File: src/rtl/evt_timer_pkg.sv
package evt_timer_pkg;

    localparam int CNT_W  = 16;
    localparam int ADDR_W = 2;

    // control word bit positions
    localparam int CB_EN   = 0;
    localparam int CB_TRIG = 1;
    localparam int CB_MODE = 2;
    localparam int CB_IE   = 3;
    localparam int CB_UF   = 4;
    localparam int CB_TOP  = CB_UF;

    typedef enum logic [ADDR_W-1:0] {
        REG_CTRL   = 2'd0,
        REG_START  = 2'd1,
        REG_COUNT  = 2'd2,
        REG_UNUSED = 2'd3
    } reg_sel_e;

    typedef enum logic {
        MODE_SINGLE = 1'b0,
        MODE_CONT   = 1'b1
    } run_mode_e;

    typedef struct packed {
        logic      en;
        run_mode_e mode;
        logic      ie;
    } ctrl_t;

    function automatic logic is_ctrl_write(input logic wr, input logic [ADDR_W-1:0] a);
        return wr && (a == REG_CTRL);
    endfunction

endpackage

File: src/rtl/evt_edge_sync.sv
module evt_edge_sync #(
    parameter int STAGES = 2
) (
    input  logic clk,
    input  logic rst,
    input  logic async_in,
    output logic strobe
);
    logic [STAGES-1:0] chain;
    logic              prev;

    always_ff @(posedge clk) begin
        if (rst) begin
            chain <= '0;
            prev  <= 1'b0;
        end else begin
            chain <= {chain[STAGES-2:0], async_in};
            prev  <= chain[STAGES-1];
        end
    end

    assign strobe = chain[STAGES-1] & ~prev;

    // one edge yields a single-cycle strobe
    a_r4_single_strobe: assert property (@(posedge clk) disable iff (rst)
        strobe |=> !strobe);

endmodule

File: src/rtl/evt_ctrl_regs.sv
module evt_ctrl_regs
    import evt_timer_pkg::*;
#(
    parameter int W = CNT_W
) (
    input  logic              clk,
    input  logic              rst,
    input  logic              wr,
    input  logic [ADDR_W-1:0] addr,
    input  logic [W-1:0]      wdata,
    input  logic              underflow,
    input  logic [W-1:0]      count_val,
    output ctrl_t             ctrl,
    output logic [W-1:0]      start_val,
    output logic              load,
    output logic              uf,
    output logic              irq,
    output logic [W-1:0]      rdata
);
    logic ctl_wr;
    logic uf_clr;

    assign ctl_wr = is_ctrl_write(wr, addr);
    assign load   = ctl_wr && (wdata[CB_TRIG] || (wdata[CB_EN] && !ctrl.en));
    assign uf_clr = ctl_wr && !wdata[CB_UF];

    always_ff @(posedge clk) begin
        if (rst) begin
            ctrl      <= '{en: 1'b0, mode: MODE_SINGLE, ie: 1'b0};
            start_val <= '0;
            uf        <= 1'b0;
        end else begin
            if (ctl_wr) begin
                ctrl.en   <= wdata[CB_EN];
                ctrl.mode <= run_mode_e'(wdata[CB_MODE]);
                ctrl.ie   <= wdata[CB_IE];
            end
            if (wr && addr == REG_START)
                start_val <= wdata;
            if (underflow)
                uf <= 1'b1;
            else if (uf_clr)
                uf <= 1'b0;
        end
    end

    assign irq = uf & ctrl.ie;

    always_comb begin
        rdata = '0;
        case (reg_sel_e'(addr))
            REG_CTRL: begin
                rdata[CB_EN]   = ctrl.en;
                rdata[CB_MODE] = ctrl.mode;
                rdata[CB_IE]   = ctrl.ie;
                rdata[CB_UF]   = uf;
            end
            REG_START: rdata = start_val;
            REG_COUNT: rdata = count_val;
            default:   rdata = '0;
        endcase
    end

    // an underflow always leaves the flag set, even against a clear
    a_r8_set_wins: assert property (@(posedge clk) disable iff (rst)
        underflow |=> uf);
    // the flag only drops through a clearing write
    a_r8_uf_sticky: assert property (@(posedge clk) disable iff (rst)
        (uf && !uf_clr) |=> uf);

endmodule

File: src/rtl/evt_down_count.sv
module evt_down_count
    import evt_timer_pkg::*;
#(
    parameter int W = CNT_W
) (
    input  logic         clk,
    input  logic         rst,
    input  ctrl_t        ctrl,
    input  logic [W-1:0] start_val,
    input  logic         load,
    input  logic         strobe,
    output logic [W-1:0] count,
    output logic         underflow,
    output logic         running,
    output logic         tout
);
    localparam logic [W-1:0] ALL_ONES = '1;

    logic step;
    logic at_zero;
    logic tgl;

    assign step      = ctrl.en && running && strobe && !load;
    assign at_zero   = (count == '0);
    assign underflow = step && at_zero;

    always_ff @(posedge clk) begin
        if (rst) begin
            count   <= ALL_ONES;
            running <= 1'b0;
            tgl     <= 1'b0;
        end else if (load) begin
            count   <= start_val;
            running <= 1'b1;
            tgl     <= 1'b0;
        end else if (step) begin
            if (!at_zero) begin
                count <= count - 1'b1;
            end else if (ctrl.mode == MODE_CONT) begin
                count <= start_val;
                tgl   <= ~tgl;
            end else begin
                count   <= ALL_ONES;
                running <= 1'b0;
            end
        end
    end

    assign tout = (ctrl.mode == MODE_SINGLE) ? (running & ctrl.en) : tgl;

    // a start copies the start value
    a_r2_load_copies: assert property (@(posedge clk) disable iff (rst)
        load |=> count == $past(start_val));
    // disabled counter holds its value
    a_r5_hold_disabled: assert property (@(posedge clk) disable iff (rst)
        (!ctrl.en && !load) |=> $stable(count));
    // a finished single-shot run stays parked
    a_r7_halted_hold: assert property (@(posedge clk) disable iff (rst)
        (!running && !load) |=> $stable(count));
    // continuous mode refills on wrap
    a_r6_refill: assert property (@(posedge clk) disable iff (rst)
        (underflow && ctrl.mode == MODE_CONT) |=> count == $past(start_val));

endmodule

File: src/rtl/evt_down_timer.sv
module evt_down_timer
    import evt_timer_pkg::*;
#(
    parameter int W = CNT_W
) (
    input  logic              clk,
    input  logic              rst,
    input  logic              reg_wr,
    input  logic [ADDR_W-1:0] reg_addr,
    input  logic [W-1:0]      reg_wdata,
    output logic [W-1:0]      reg_rdata,
    input  logic              evt_in,
    output logic              tmr_out,
    output logic              irq
);
    ctrl_t        ctrl;
    logic [W-1:0] start_val;
    logic [W-1:0] count;
    logic         load;
    logic         uf;
    logic         underflow;
    logic         strobe;
    logic         running;

    evt_edge_sync #(.STAGES(2)) u_sync (
        .clk      (clk),
        .rst      (rst),
        .async_in (evt_in),
        .strobe   (strobe)
    );

    evt_ctrl_regs #(.W(W)) u_regs (
        .clk       (clk),
        .rst       (rst),
        .wr        (reg_wr),
        .addr      (reg_addr),
        .wdata     (reg_wdata),
        .underflow (underflow),
        .count_val (count),
        .ctrl      (ctrl),
        .start_val (start_val),
        .load      (load),
        .uf        (uf),
        .irq       (irq),
        .rdata     (reg_rdata)
    );

    evt_down_count #(.W(W)) u_cnt (
        .clk       (clk),
        .rst       (rst),
        .ctrl      (ctrl),
        .start_val (start_val),
        .load      (load),
        .strobe    (strobe),
        .count     (count),
        .underflow (underflow),
        .running   (running),
        .tout      (tmr_out)
    );

    // no interrupt without the flag
    a_r9_irq_needs_flag: assert property (@(posedge clk) disable iff (rst)
        irq |-> uf);

endmodule

File: config.mk
export PLATFORM = sky130hd
export DESIGN_NAME = evt_down_timer
export DESIGN_NICKNAME = d
export VERILOG_FILES = /design/src/rtl/evt_timer_pkg.sv /design/src/rtl/evt_edge_sync.sv /design/src/rtl/evt_ctrl_regs.sv /design/src/rtl/evt_down_count.sv /design/src/rtl/evt_down_timer.sv
export SDC_FILE = /design/constraint.sdc
export NUM_CORES = 1
export LEC_CHECK = 0
export BUFFER_PORTS_ARGS = -buffer_cell sky130_fd_sc_hd__buf_2
export CORE_MARGIN = 4
export CORE_UTILIZATION = 45
export DETAILED_ROUTE_END_ITERATION = 8
export PLACE_DENSITY = 0.66
export SYNTH_ARGS = -nofsm -noshare
export SYNTH_HDL_FRONTEND = slang
export SYNTH_SLANG_ARGS = --single-unit
export TNS_END_PERCENT = 20
File: constraint.sdc
create_clock -name clk -period 3 [get_ports clk]
set_input_delay 0.45 -clock clk [delete_from_list [all_inputs] [get_ports clk]]
set_output_delay 0.45 -clock clk [all_outputs]
set_load 0.05 [all_outputs]
; ---- After elaboration in Yosys (flattened, before gate mapping)
; Index checks and enable logic that the tools add are counted.
[classes]
add_sub_neg = 1
n_reduce_logical = 21
n_eq_ne = 3
n_bitwise = 5
muxes = 15
[op_table]
columns = cell, n
row1 = $mux 16, 4
row2 = $pmux 11 s2, 1
row3 = $logic_not 16->1, 1
row4 = $sub 16x1->16 const B, 1
row5 = $logic_and 1x1->1, 9
row6 = $pmux 3 s3, 1
row7 = $mux 1, 7
row8 = $reduce_and 3->1, 2
row9 = $reduce_bool 2->1, 3
row10 = $and 1x1->1, 3
row11 = $logic_not 1->1, 3
row12 = $pmux 1 s3, 1
row13 = $eq 2x1->1 const B, 1
row14 = $eq 2x2->1 const B, 1
row15 = $logic_not 2->1, 1
row16 = $ne 2x1->1 const B, 1
row17 = $not 1->1, 2
row18 = $pmux 1 s2, 1
row19 = $reduce_or 2->1, 1
row20 = $logic_or 1x1->1, 1
[word_totals]
out_inout_bits = 18
ff_bits = 41
word_cells = 55
input_bits = 22

; ---- Depth between registers and ports, before layout
; Gate-level depths: netlist of the first run.
[depth]
ltp_word = 8
mapped_depth = 10
depth_no_buf = 7

; ---- By module
; A second synthesis of the first run with hierarchy kept.
[unflattened]
cells_unflattened = 297
area_unflattened_um2 = 2551.2
[by_module_without_submodules]
columns = module, seq_area_each_um2, cells_each, n_inst, area_per_inst_um2
row1 = evt_down_count, 360.3, 154, 1, 1260.0
row2 = evt_ctrl_regs, 400.4, 136, 1, 1203.7
row3 = evt_edge_sync, 60.1, 7, 1, 87.6

; ---- Worst setup path before layout of the first run
; Ideal clock, no wire load.
[synth_timing]
kind = input port to output port
from = input port reg_addr[1]
to = output port reg_rdata[10]
required_time_ns = 2.550
slack_ns = 0.548
n_path_buf = 2
cell_stages = 6
t_arrival_ns = 2.002
path_cell_list = inv_1 > ha_1 > clkbuf_1 > clkbuf_1 > a22oi_1 > nor2b_1
[synth_via]
elab_chain_len = 2
word_cells_on_any_way = 3
classes_between = eq/ne: 2 / mux: 1
[synth_rtl]
columns = element, line_no
row1 = from (decl), evt_down_timer.sv:9  ; input logic [ADDR_W-1:0] reg_addr,
row2 = $eq 2x2->1 or $eq 2x1->1 (tied branches), evt_ctrl_regs.sv:51  ; case (reg_sel_e'(addr))
row3 = $pmux 11 s2 (*), evt_ctrl_regs.sv:51
row4 = to (decl), evt_down_timer.sv:11  ; output logic [W-1:0] reg_rdata,
; Mark *: on every way between the ends. The rest lies on a longest branch, timed or not.

; ---- Final worst setup path of the first run
[layout_timing]
from = register u_cnt.count[6]
to = register u_cnt.count[7]
[layout_via]
elab_chain_len = 4
word_cells_on_any_way = 5
classes_between = add/sub: 1 / mux: 3 / reduce/logical: 1
[layout_rtl]
columns = element, line_no
row1 = from (decl), evt_down_count.sv:12  ; output logic [W-1:0] count,
row2 = from (signal assigned), evt_down_count.sv:33  ; count <= start_val;
row3 = from (signal assigned), evt_down_count.sv:38  ; count <= count - 1'b1;
row4 = from (signal assigned), evt_down_count.sv:40  ; count <= start_val;
row5 = $sub 16x1->16 or $logic_not 16->1 (tied branches), "evt_down_count.sv:38, evt_down_count.sv:24"
row6 = $mux 16 (*), evt_down_count.sv:37  ; if (!at_zero) begin
row7 = $mux 16 (*), evt_down_count.sv:36  ; end else if (step) begin
row8 = $mux 16 (*), evt_down_count.sv:32  ; end else if (load) begin
; Mark *: on every way between the ends. The rest lies on a longest branch, timed or not. The select of a mux whose other input is x is not followed.
; A chain may end at the register's enable or synchronous reset.

==> results.txt, run 1 <==
* Portion of the post-synthesis area used by sequential elements: 32.3%
- The largest total area in the synthesized netlist belongs to sky130_fd_sc_hd__dfxtp_1.
- The worst setup path is captured at a flop.
* Initial cell density of the core: 46.4%
- Along the worst path, the maximum fanout reaches 17.
* Launching point of the worst reg2reg path: u_cnt.count[6]
* Maximum vdd ir drop: 262 uV
- Number of flops mapped to enable cells by yosys: 0
* Max Clock Freq: 0.464 GHz
* Critical Path Start Type: flop
- Worst setup endpoint: u_cnt.count[7]
- For this run, the leading register cell type out of synthesis is sky130_fd_sc_hd__dfxtp_1.
- After floorplanning, the core was sized to cover 0.00547 mm2.
* Number of vias per cell after detailed routing: 6.04
- After synthesis, the share of flip-flops with an asynchronous set or reset is 0%.
* Max-slew violation count: 0
- CTS built an H-tree with a depth of 2.
* Capturing point of the worst reg2reg path: u_cnt.count[7]
* Detailed-routing iteration count for the pre-antenna-repair pass: 5
- For the pin with the worst max-slew slack, the measured transition is 0.813 ns.
* Post-Synthesis Net Count: 354
- Reported max-cap violation count: 0
* Number of antenna violations at the first check in global routing: 0
- Main area contributors after synthesis: sky130_fd_sc_hd__dfxtp_1 32%, sky130_fd_sc_hd__a21oi_1 7.3%, sky130_fd_sc_hd__nand2_1 6.9%
* CTS buffer count: 5
- The critical path goes through nor4_4, nand4_4, nor3b_1, a21oi_1, a211o_1.
* Path class of the lowest-slack min-delay path: primary input to flop
* Clock insertion delay at the later pin of the skew report: 0.29 ns
- The number of global-route vias before repair was 2393.
- Status: finished, final reports clean
* Period minus WS final: 2.15 ns
- The library cell used most frequently in the layout, excluding fill and tap cells, is sky130_fd_sc_hd__nand2_1.
- Cell Area, Synth: 0.00254 mm2
- Summed over all nets, the half-perimeter wirelength after detailed placement is 4.98 mm.
- Clk Tree Root Cell: sky130_fd_sc_hd__clkbuf_8
- Static Leakage: 1.08 nW
- The filler cells instantiated in the layout total 567.
* Count of placed standard cells including taps: 418
- Across all layers, the routed design uses 2575 vias.
- In the final timing run, aggregate negative setup slack is 0 ns.
* Number of violations reported at the end of detailed-routing iteration 0: 278
- Setup slack on the worst reg-to-reg path comes out at 0.85 ns.
* Critical-path top delay cell: sky130_fd_sc_hd__nor4_4
* Final number of setup-violating endpoints: 0
- Crit path from: u_cnt.count[6]
* Critical path data required time: 3.18 ns
* Unrepaired setup endpoints after global routing: false
- The die covers 0.00691 mm2.
- For this run, the post-layout net count is 381.
* Clock tree skew after final layout: 0.00371 ns
- Flops & latches, synth: 41
* Largest net degree at the start of global routing: 44
* Clock tree from TritonCTS: done
- Power per unit of standard cell area: 434 mW/mm2
- Yosys printed 0 warnings.
- For the worst setup path, the data arrival time is 2.34 ns.
* Most frequent cells in the layout: 47 x sky130_fd_sc_hd__nand2_1, 41 x sky130_fd_sc_hd__dfxtp_1, 39 x sky130_fd_sc_hd__buf_2
- The worst register-to-register path has a depth of 5.
- After synthesis, the largest area contributor takes up 32.3% of total cell area.
- The routed design has 7.47 mm of wire.
* Residual antenna-violating net count after detailed routing: 0
* Unique cell type count in the Yosys netlist: 50
* Wire length of the first global-routing pass: 12.3 mm
- In this run the vertical extent of the chip is 83.1 um.
- Global routing used 21.7% of the available tracks across all layers.
- Post-CTS setup repair buffer count: 0
- Cell count after synthesis: 326
* WL per Instance: 17.5 um
* Buffers on Ports: 39
* Final critical-path share of the clock period: 71.8%
* Kind of critical path: flop to flop
- Ports: 40
- Final cell count without fillers: 426
- Proportion of layout cells with a drive suffix above 1: 18.4%
- The final count of hold timing violations is 0.
* GPL Wtd Cong: 0.906
- Hold-fix buffers at CTS: 0
- Maximum cell stage delay along the critical path: 0.63 ns
* Average cell area after synthesis: 7.79 um2
- In this run the tightest slew margin relative to its limit is 45.8%.
* Minimum setup slack in the final design: 0.846 ns
- After detailed routing, the number of remaining DRC violations is 0.
- Total inserted antenna cells: 0
- Post-CTS repair changed the size of 0 cells.
* Post-route worst hold slack: 0.386 ns
- Clock Sinks: 41
- Overall power: 1.25 mW
- Congestion Overflow GR: 0
* Site Rows: 27
* Clock transition at the registers of the reported paths: 0.08 ns
* Die width: 83.1 um
- OpenSTA, run right after detailed placement, puts the worst setup slack at 0.828 ns.
- Area overhead of the layout relative to synthesis: 13.3%
* Buffer levels on the longest clock path: 2
-- state kept, by name (all words and copies together) (netlist names) --
register	cells
u_regs.start_val	16
u_regs.uf	1
u_sync.chain	2
u_cnt.tgl	1
u_cnt.count	16
u_sync.prev	1
u_regs.ctrl	3
u_cnt.running	1
-- routing by layer --
layer | GRT usage [%] | vias to the layer above | routed length [um]
li1 | - | 1232 | -
met1 | 30.3 | 1225 | 3320
met2 | 34.6 | 112 | 3470
met3 | 2.78 | 6 | 603
met4 | 6.69 | 0 | 78
met5 | 0 | - | 0
-- area by class of cell --
cell class / count / area [um2] / area share, %
inverter: 4 / 15.0 / 0.522
clock buffer: 6 / 72.6 / 2.52
timing repair buffer: 48 / 263 / 9.14
multi-input combinational: 253 / 1580 / 54.8
clock inverter: 2 / 38.8 / 1.35
sequential: 41 / 821 / 28.5
tap: 72 / 90.1 / 3.13
-- synth_stat cells (all sizes together) (2+ instances only) --
cell and n:
a21oi 37, nand2 48, and3 6, nor4 8
o21bai 2, inv 4, and2 4, nand4 4
nor3b 5, o21ai 12, buf 8, nand2b 2
a211o 6, o31ai 2, a41oi 2, nor3 5
xnor2 5, nand3b 4, or4 2, clkbuf 20
nor2b 17, a222oi 4, a311o 3, nor2 24
a22oi 12, a311oi 3, xor2 4, ha 6
o221ai 2, dfxtp 41, nand3 8, a211oi 6
-- where the power goes --
part	switching (mW)	internal (mW)	total, mW	leakage (nW)
Sequential	0.0346	0.564	0.599	0.334
Clock	0.201	0.250	0.451	0.0554
Combinational	0.128	0.0691	0.197	0.694
Total	0.363	0.883	1.25	1.08
-- worst max-delay path, delay by kind of cell (launching register included) --
kind | cells | cell delay (ns)
and+or+nand+nor | 3 | 1.29
DFF | 1 | 0.40
AOI/OAI and AO/OA | 2 | 0.35
-- how the worst min path moves through the flow --
stage               slack, ns  cells past startpoint              endpoint            start
finish                   0.39                      3  u_regs.start_val[10]    reg_wdata[10]
global route             0.38                      3  u_regs.start_val[14]    reg_wdata[14]
CTS                      0.38                      3   u_regs.start_val[9]     reg_wdata[9]
detailed placement       0.44                      1       u_sync.chain[1]  u_sync.chain[0]
global placement         0.44                      1       u_sync.chain[1]  u_sync.chain[0]
floorplan                0.41                      1       u_sync.chain[1]  u_sync.chain[0]
-- metrics by stage --
| step | util, % | instance area (um2) |
|---|---|---|
| 6_report | 52.5 | 2880 |
| 5_1_grt | 52.5 | 2880 |
| 4_1_cts | 52.5 | 2880 |
| 3_5_place_dp | 50.5 | 2760 |
| 3_3_place_gp | 50.5 | 2760 |
| 2_1_floorplan | - | 2540 |
-- cell families after synthesis --
kind of cell    synth area share [%]
xor+xnor                        3.10
flops                           32.3
fa+ha+maj                       2.96
simple gates                    30.7
compound gates                  25.3
buf+inv                         5.62
Note: power is estimated with default switching activity, not from simulation.
==> run 2: changes to the inputs <==
clock period = 2.2 ns   (was 3 ns; I/O delays follow)
==> results.txt, run 2 (synthesis results as in run 1) <==
- Net switching power: 0.508 mW (+40%)
- The worst max-slew margin expressed relative to the limit was 61.8% (+16 points).
- The period utilization was 90.2% (+18 points).
- Leaving out fill and tap cells, the most frequent cell in the layout is sky130_fd_sc_hd__nand2_1.
- Total inserted antenna cells: 0 (unchanged)
- The die width came to 83.1 um (unchanged).
- The total number of placement rows came to 27 (unchanged).
- The number of global-route vias before repair was 2416 (+0.96%).
- The instance area after placement was 0.00285 mm2 (+3.1%).
- Peak fanout along the critical path: 8 (-9)
* Initial cell density of the core: 46.4% (unchanged)
- Total area of multi-input combinational cells: 0.00158 mm2 (+0.48%)
- Number of vias in the routed layout: 2589 (+0.54%)
- The wire length per cell after detailed routing came to 17.2 um (-1.8%).
- Clock transition at the registers of the reported paths: 0.09 ns (about the same)
- The tree is rooted in a sky130_fd_sc_hd__clkbuf_8.
- The final routed DRC violation total came to 0 (unchanged).
* Capturing point of the worst reg2reg path: u_cnt.count[6]
* Top flop regs: u_cnt.count (16), u_regs.start_val (16), u_regs.ctrl (3)
* Slew at the pin with the worst max-slew slack: 0.572 ns (-0.241 ns)
* Number of violations reported at the end of detailed-routing iteration 0: 243 (-13%)
- The setup slack of the most critical reg-to-reg path came to 0.21 ns (-0.63 ns).
* Final std cell area, no fill: 0.00296 mm2 (+2.9%)
* Overall power: 1.67 mW (+34%)
- The count of cells resized by post-cts repair came to 0 (unchanged).
* Post-route worst hold slack: 0.254 ns (-0.132 ns)
- The number of buffers inserted for hold repair after clock tree synthesis is 0 (unchanged).
- The proportion of power drawn by combinational gates was 17.2% (+1.4 points).
- The internal power component came to 1.16 mW (+31%).
- The number of buffers added by the clock tree synthesis step is 5 (unchanged).
- Total routing resource utilization after global routing: 22.1% (+0.46 points)
- Proportion of layout cells with a drive suffix above 1: 21.6% (+3.3 points)
- End-of-flow core utilization: 54.1% (+1.5 points)
- The height of the chip came to 83.1 um (unchanged).
- Buffer levels on the longest clock path: 2 (unchanged)
* Launching point of the worst reg2reg path: u_cnt.count[0]
- Residual antenna-violating net count after detailed routing: 0 (unchanged)
* Clock tree from TritonCTS: done
- The total power divided by cell area came to 564 mW/mm2 (+30%).
- Number of antenna violations at the first check in global routing: 0 (unchanged)
- The number of H-tree levels came to 2 (unchanged).
- Critical Path Start Type: flop
- Path class of the lowest-slack min-delay path: primary input to flop
- The cell count of the worst reg-to-reg path is 7 (+2).
* Wire length of the first global-routing pass: 12.6 mm (+3.1%)
- CORE AREA: 0.00547 mm2 (unchanged)
- The residual overflow from global routing is 0 (unchanged).
* Most frequent cells in the layout: 47 x sky130_fd_sc_hd__nand2_1, 41 x sky130_fd_sc_hd__dfxtp_1, 39 x sky130_fd_sc_hd__buf_2
- The half-perimeter wire length after placement is 5.17 mm (+3.8%).
* Kind of critical path: flop to flop
- The run finished with clean final reports.
* Sw frac: 30.4% (+1.3 points)
* Sequential share of power: 48.4% (+0.3 points)
- The post-route clock skew was 0.0106 ns (+0.00691 ns).
- Maximum vdd ir drop: 352 uV (+34%)
* Clock insertion delay at the later pin of the skew report: 0.30 ns (about the same)
* Register area: 821 um2 (unchanged)
- Buffers on Ports: 39 (unchanged)
- Unrepaired setup endpoints after global routing: false
- Hold Crit Endpoint: u_sync.chain[0]
- Die ar.: 0.00691 mm2 (unchanged)
- The instance count along the most critical hold path came to 2 (-1).
* Max Clock Freq: 0.504 GHz (+8.5%)
- Number of fill cells: 560 (-1.2%)
- Critical path data required time: 2.37 ns (-0.81 ns)
- GPL Wtd Cong: 0.886 (-2.2%)
- The static leakage is 1.14 nW (+4.8%).
- Hold path startpoint: evt_in
* Number of vias per cell after detailed routing: 5.92 (-2.0%)
- The number of max-slew violations in the final report was 0 (unchanged).
- The post-CTS setup repair buffer count came to 0 (unchanged).
* Detailed-routing iteration count for the pre-antenna-repair pass: 5 (unchanged)
* Clock Sinks: 41 (unchanged)
* Ports: 40 (unchanged)
- The routed wire length came to 7.52 mm (+0.70%).
* Final number of setup-violating endpoints: 0 (unchanged)
- STA classifies the critical path endpoint as a flop.
* CP arrival: 2.15 ns (-0.19 ns)
- Final hold vios: 0 (unchanged)
- Reported max-cap violation count: 0 (unchanged)
* Final setup TNS: 0 ns (unchanged)
- The final-stage net count is 392 (+2.9%).
- Area overhead of the layout relative to synthesis: 16.6%
- The maximum number of pins on one net before global-route repair was 28 (-36%).
- The clock share of power was 34.4% (-1.8 points).
- The post-layout minimum cycle time was 1.99 ns (-0.169 ns).
[run 2: critical path, stage by stage (launching register included)]
cell and delay [ns]:
sky130_fd_sc_hd__dfxtp_1 0.36, sky130_fd_sc_hd__inv_1 0.11, sky130_fd_sc_hd__ha_1 0.20, sky130_fd_sc_hd__nor4bb_1 0.35, sky130_fd_sc_hd__nand4_2 0.13, sky130_fd_sc_hd__buf_4 0.21, sky130_fd_sc_hd__a2111oi_0 0.41, sky130_fd_sc_hd__a311oi_1 0.08
[run 2: worst max path at each step]
stage	startpoint	end	slack, ns	depth (start not counted)
global route	u_cnt.count[0]	u_cnt.count[6]	0.04	7
CTS	u_cnt.count[0]	u_cnt.count[2]	0.17	7
global placement	u_cnt.count[0]	u_cnt.count[4]	0.27	7
floorplan	reg_addr[1]	reg_rdata[11]	-0.01	6
finish	u_cnt.count[0]	u_cnt.count[6]	0.21	7
detailed placement	u_cnt.count[0]	u_cnt.count[2]	0.20	7
[run 2: final cells by class]
class / instances / share of cell area (%)
Clock inverter: 1 / 0.296
Multi-Input combinational cell: 253 / 53.5
Clock buffer: 7 / 3.26
Tap cell: 72 / 3.04
Sequential cell: 41 / 27.7
Inverter: 4 / 0.507
Timing Repair Buffer: 59 / 11.7
[run 2: metrics by stage]
step / std cells / setup slack [ns]
after floorplan: 326 / -0.0120
after global placement: 429 / 0.268
after detailed placement: 429 / 0.196
after CTS: 437 / 0.171
after global routing: 437 / 0.0380
final: 437 / 0.215
[run 2: power groups by stage]
stage          Combinational, mW  Clock (mW)  Sequential [mW]
2_1_floorplan              0.207           0            0.810
3_3_place_gp               0.282           0            0.823
3_5_place_dp               0.284           0            0.824
4_1_cts                    0.286       0.580            0.807
5_1_grt                    0.314       0.619            0.813
6_report                   0.287       0.575            0.808
[run 2: routing by layer]
layer	share of wire [%]	up-vias	global-route usage (%)
li1	-	1258	-
met1	48	1237	31.9
met2	46	85	34.0
met3	5.4	9	4.07
met4	0.76	0	5.20
met5	0	-	0
==> run 3: changes to the inputs <==
CORE_UTILIZATION = 40   (was 45)
PLACE_DENSITY = not set   (was 0.66)
==> results.txt, run 3 (synthesis results as in run 1) <==
* Status: finished, final reports clean
- Sequential share of power: 46.7% (-1.7 points)
- The height of the chip is 87.7 um (+5.5%).
- Among cell families on the critical path, the largest total delay comes from simple AND/OR/NAND/NOR gates.
* Total inserted antenna cells: 0 (unchanged)
- The library cell used most frequently in the layout, excluding fill and tap cells, is sky130_fd_sc_hd__nand2_1.
- CORE AREA: 0.00603 mm2 (+10%)
* Combinational Power Share: 16.7% (-0.5 points)
- The number of buffers on the longest clock path was 2 (unchanged).
* Clock tree from TritonCTS: done
- CTS buffer count: 5 (unchanged)
* Kind of critical path: flop to flop
- Critical-path top delay cell: sky130_fd_sc_hd__a2111oi_0
- Static Leakage: 1.14 nW (+0.71%)
- WL per Instance: 17.2 um (+0.11%)
- The average vias per placed instance is 5.84 (-1.4%).
- Vias in the first global route: 2533 (+4.8%)
- Final-stage net count: 393 (+0.26%)
* Final number of setup-violating endpoints: 0 (unchanged)
- The highest clock rate came to 0.472 GHz (-6.3%).
* Post-Place Cell Area: 0.00286 mm2 (+0.40%)
- Clock transition at the registers of the reported paths: 0.09 ns (about the same)
- The switching power came to 0.514 mW (+1.0%).
- Crit path from: u_cnt.count[0]
* Critical Path Start Type: flop
* Max-slew violation count: 0 (unchanged)
* Wire length of the first global-routing pass: 12.8 mm (+0.82%)
- Total area of multi-input combinational cells: 0.00158 mm2 (unchanged)
- Number of antenna violations at the first check in global routing: 0 (unchanged)
* GPL Wtd Cong: 0.836 (-5.7%)
- The period utilization was 96.3% (+6.0 points).
- The die width was 87.7 um (+5.5%).
* Post-route DRC: 0 (unchanged)
- Routed wire length: 7.60 mm (+1.0%)
- Proportion of layout cells with a drive suffix above 1: 21.9% (+0.21 points)
- The worst ir drop on vdd came to 276 uV (-22%).
- The total number of vias came to 2575 (-0.54%).
* Maximum cell stage delay along the critical path: 0.55 ns (+0.14 ns)
* Slew at the pin with the worst max-slew slack: 0.602 ns (+0.0296 ns)
- Clock tree synthesis selected as its root buffer the cell sky130_fd_sc_hd__clkbuf_8.
* Number of buffers and inverters on the critical path: 1 (-1)
* Final std cell area, no fill: 0.00298 mm2 (+0.63%)
- The signal on the critical path passes through inv_1, ha_1, nor4bb_1, nand4_2, a2111oi_0, a311oi_1.
* Die ar.: 0.00769 mm2 (+11%)
* Residual antenna-violating net count after detailed routing: 0 (unchanged)
- The library cells used most frequently in the layout, excluding fill and tap cells, are 47 x sky130_fd_sc_hd__nand2_1, 41 x sky130_fd_sc_hd__dfxtp_1, 39 x sky130_fd_sc_hd__buf_2.
- The clock share of power came to 36.5% (+2.1 points).
* Capturing point of the worst reg2reg path: u_cnt.count[6]
- The internal power component was 1.21 mW (+4.5%).
- Cell count of the worst hold path: 2 (unchanged)
- The arrival time of data at the critical path endpoint came to 2.28 ns (+0.13 ns).
- Sw frac: 29.7% (-0.70 points)
* Launching point of the worst reg2reg path: u_cnt.count[0]
* Cell depth of the worst setup path: 6 (-1)
* Period minus WS final: 2.12 ns (+0.133 ns)
- Final hold vios: 0 (unchanged)
- The residual overflow from global routing came to 0 (unchanged).
* Number of violations reported at the end of detailed-routing iteration 0: 183 (-25%)
- Hold path startpoint: evt_in
- The register area was 821 um2 (unchanged).
- The total number of placement rows came to 28 (+3.7%).
- The setup slack of the most critical reg-to-reg path was 0.08 ns (-0.13 ns).
- The first-pass iteration count of the detailed router came to 6 (+1).
- H-tree Lvls: 2 (unchanged)
* Path class of the lowest-slack min-delay path: primary input to flop
- The count of fill cells added during filler insertion was 633 (+13%).
* Top flop regs: u_cnt.count (16), u_regs.start_val (16), u_regs.ctrl (3)
* Path depth of the worst reg2reg path: 6 (-1)
- The worst max-slew margin expressed relative to the limit is 59.8% (-2.0 points).
* Largest net degree at the start of global routing: 25 (-11%)
- The starting utilization of the core area was 42.1% (-4.3 points).
- The global-route usage over all layers was 20.9% (-1.2 points).
- Area overhead of the layout relative to synthesis: 17.3%
* Power per unit of standard cell area: 580 mW/mm2 (+2.8%)
- The worst hold path terminates at u_sync.chain[0].
- Type of element capturing the critical path: flop
* Post-route worst hold slack: 0.244 ns (-0.0102 ns)
- The insertion delay of the later-clocked pin in the worst-skew pair was 0.30 ns (about the same).
* Peak fanout along the critical path: 8 (unchanged)
* Unrepaired setup endpoints after global routing: true
- Buffers on Ports: 39 (unchanged)
- The max capacitance violation total came to 0 (unchanged).
- Ports: 40 (unchanged)
* Hpwl dp: 5.31 mm (+2.6%)
* Clock tree skew after final layout: 0.00740 ns (-0.00323 ns)
* Critical path data required time: 2.37 ns (about the same)
- Hold-fix buffers at CTS: 0 (unchanged)
- The sink count of the clock tree is 41 (unchanged).
==> run 3: power by group through the flow <==
stage          clock (mW)  combinational, mW  sequential [mW]
3_5_place_dp            0              0.288            0.823
5_1_grt             0.672              0.318            0.811
3_3_place_gp            0              0.287            0.822
2_1_floorplan           0              0.207            0.810
6_report            0.631              0.289            0.807
4_1_cts             0.645              0.290            0.806
==> run 3: how the worst max path moves through the flow <==
stage	to	slack, ns
6_report	u_cnt.count[6]	0.08
5_1_grt	u_cnt.count[6]	-0.02
4_1_cts	u_cnt.count[4]	0.09
3_5_place_dp	u_cnt.count[4]	0.13
3_3_place_gp	u_cnt.count[4]	0.18
2_1_floorplan	reg_rdata[11]	-0.01
==> run 3: cell type report <==
| cell class | count | share of cell area (%) |
|---|---|---|
| multi-input combinational | 253 | 53.2 |
| tap | 75 | 3.15 |
| clock inverter | 3 | 1.47 |
| sequential | 41 | 27.6 |
| clock buffer | 5 | 2.31 |
| inverter | 4 | 0.504 |
| timing repair buffer | 60 | 11.8 |
==> run 3: through the flow <==
stage	TNS [ns]	setup WS [ns]	total power [mW]	std cells	utilization [%]
2_1_floorplan	-0.0601	-0.0120	1.02	326	-
3_3_place_gp	0	0.175	1.11	433	47.5
3_5_place_dp	0	0.127	1.11	433	47.5
4_1_cts	0	0.0946	1.74	441	49.3
5_1_grt	-0.0205	-0.0205	1.80	441	49.4
6_report	0	0.0823	1.73	441	49.4
==> run 3: repair_timing <==
action | CTS | global route
endpoints found under the setup margin | 0 | 10
setup buffers | 0 | 0
resized for setup | 0 | 1
==> run 3: routing by layer <==
| layer | vias up | part of all wire [%] | track usage [%] |
|---|---|---|---|
| met5 | - | 0 | 0 |
| met4 | 0 | 0.78 | 5.58 |
| met3 | 4 | 5.3 | 3.20 |
| met2 | 82 | 48 | 33.2 |
| met1 | 1228 | 46 | 29.5 |
| li1 | 1261 | - | - |
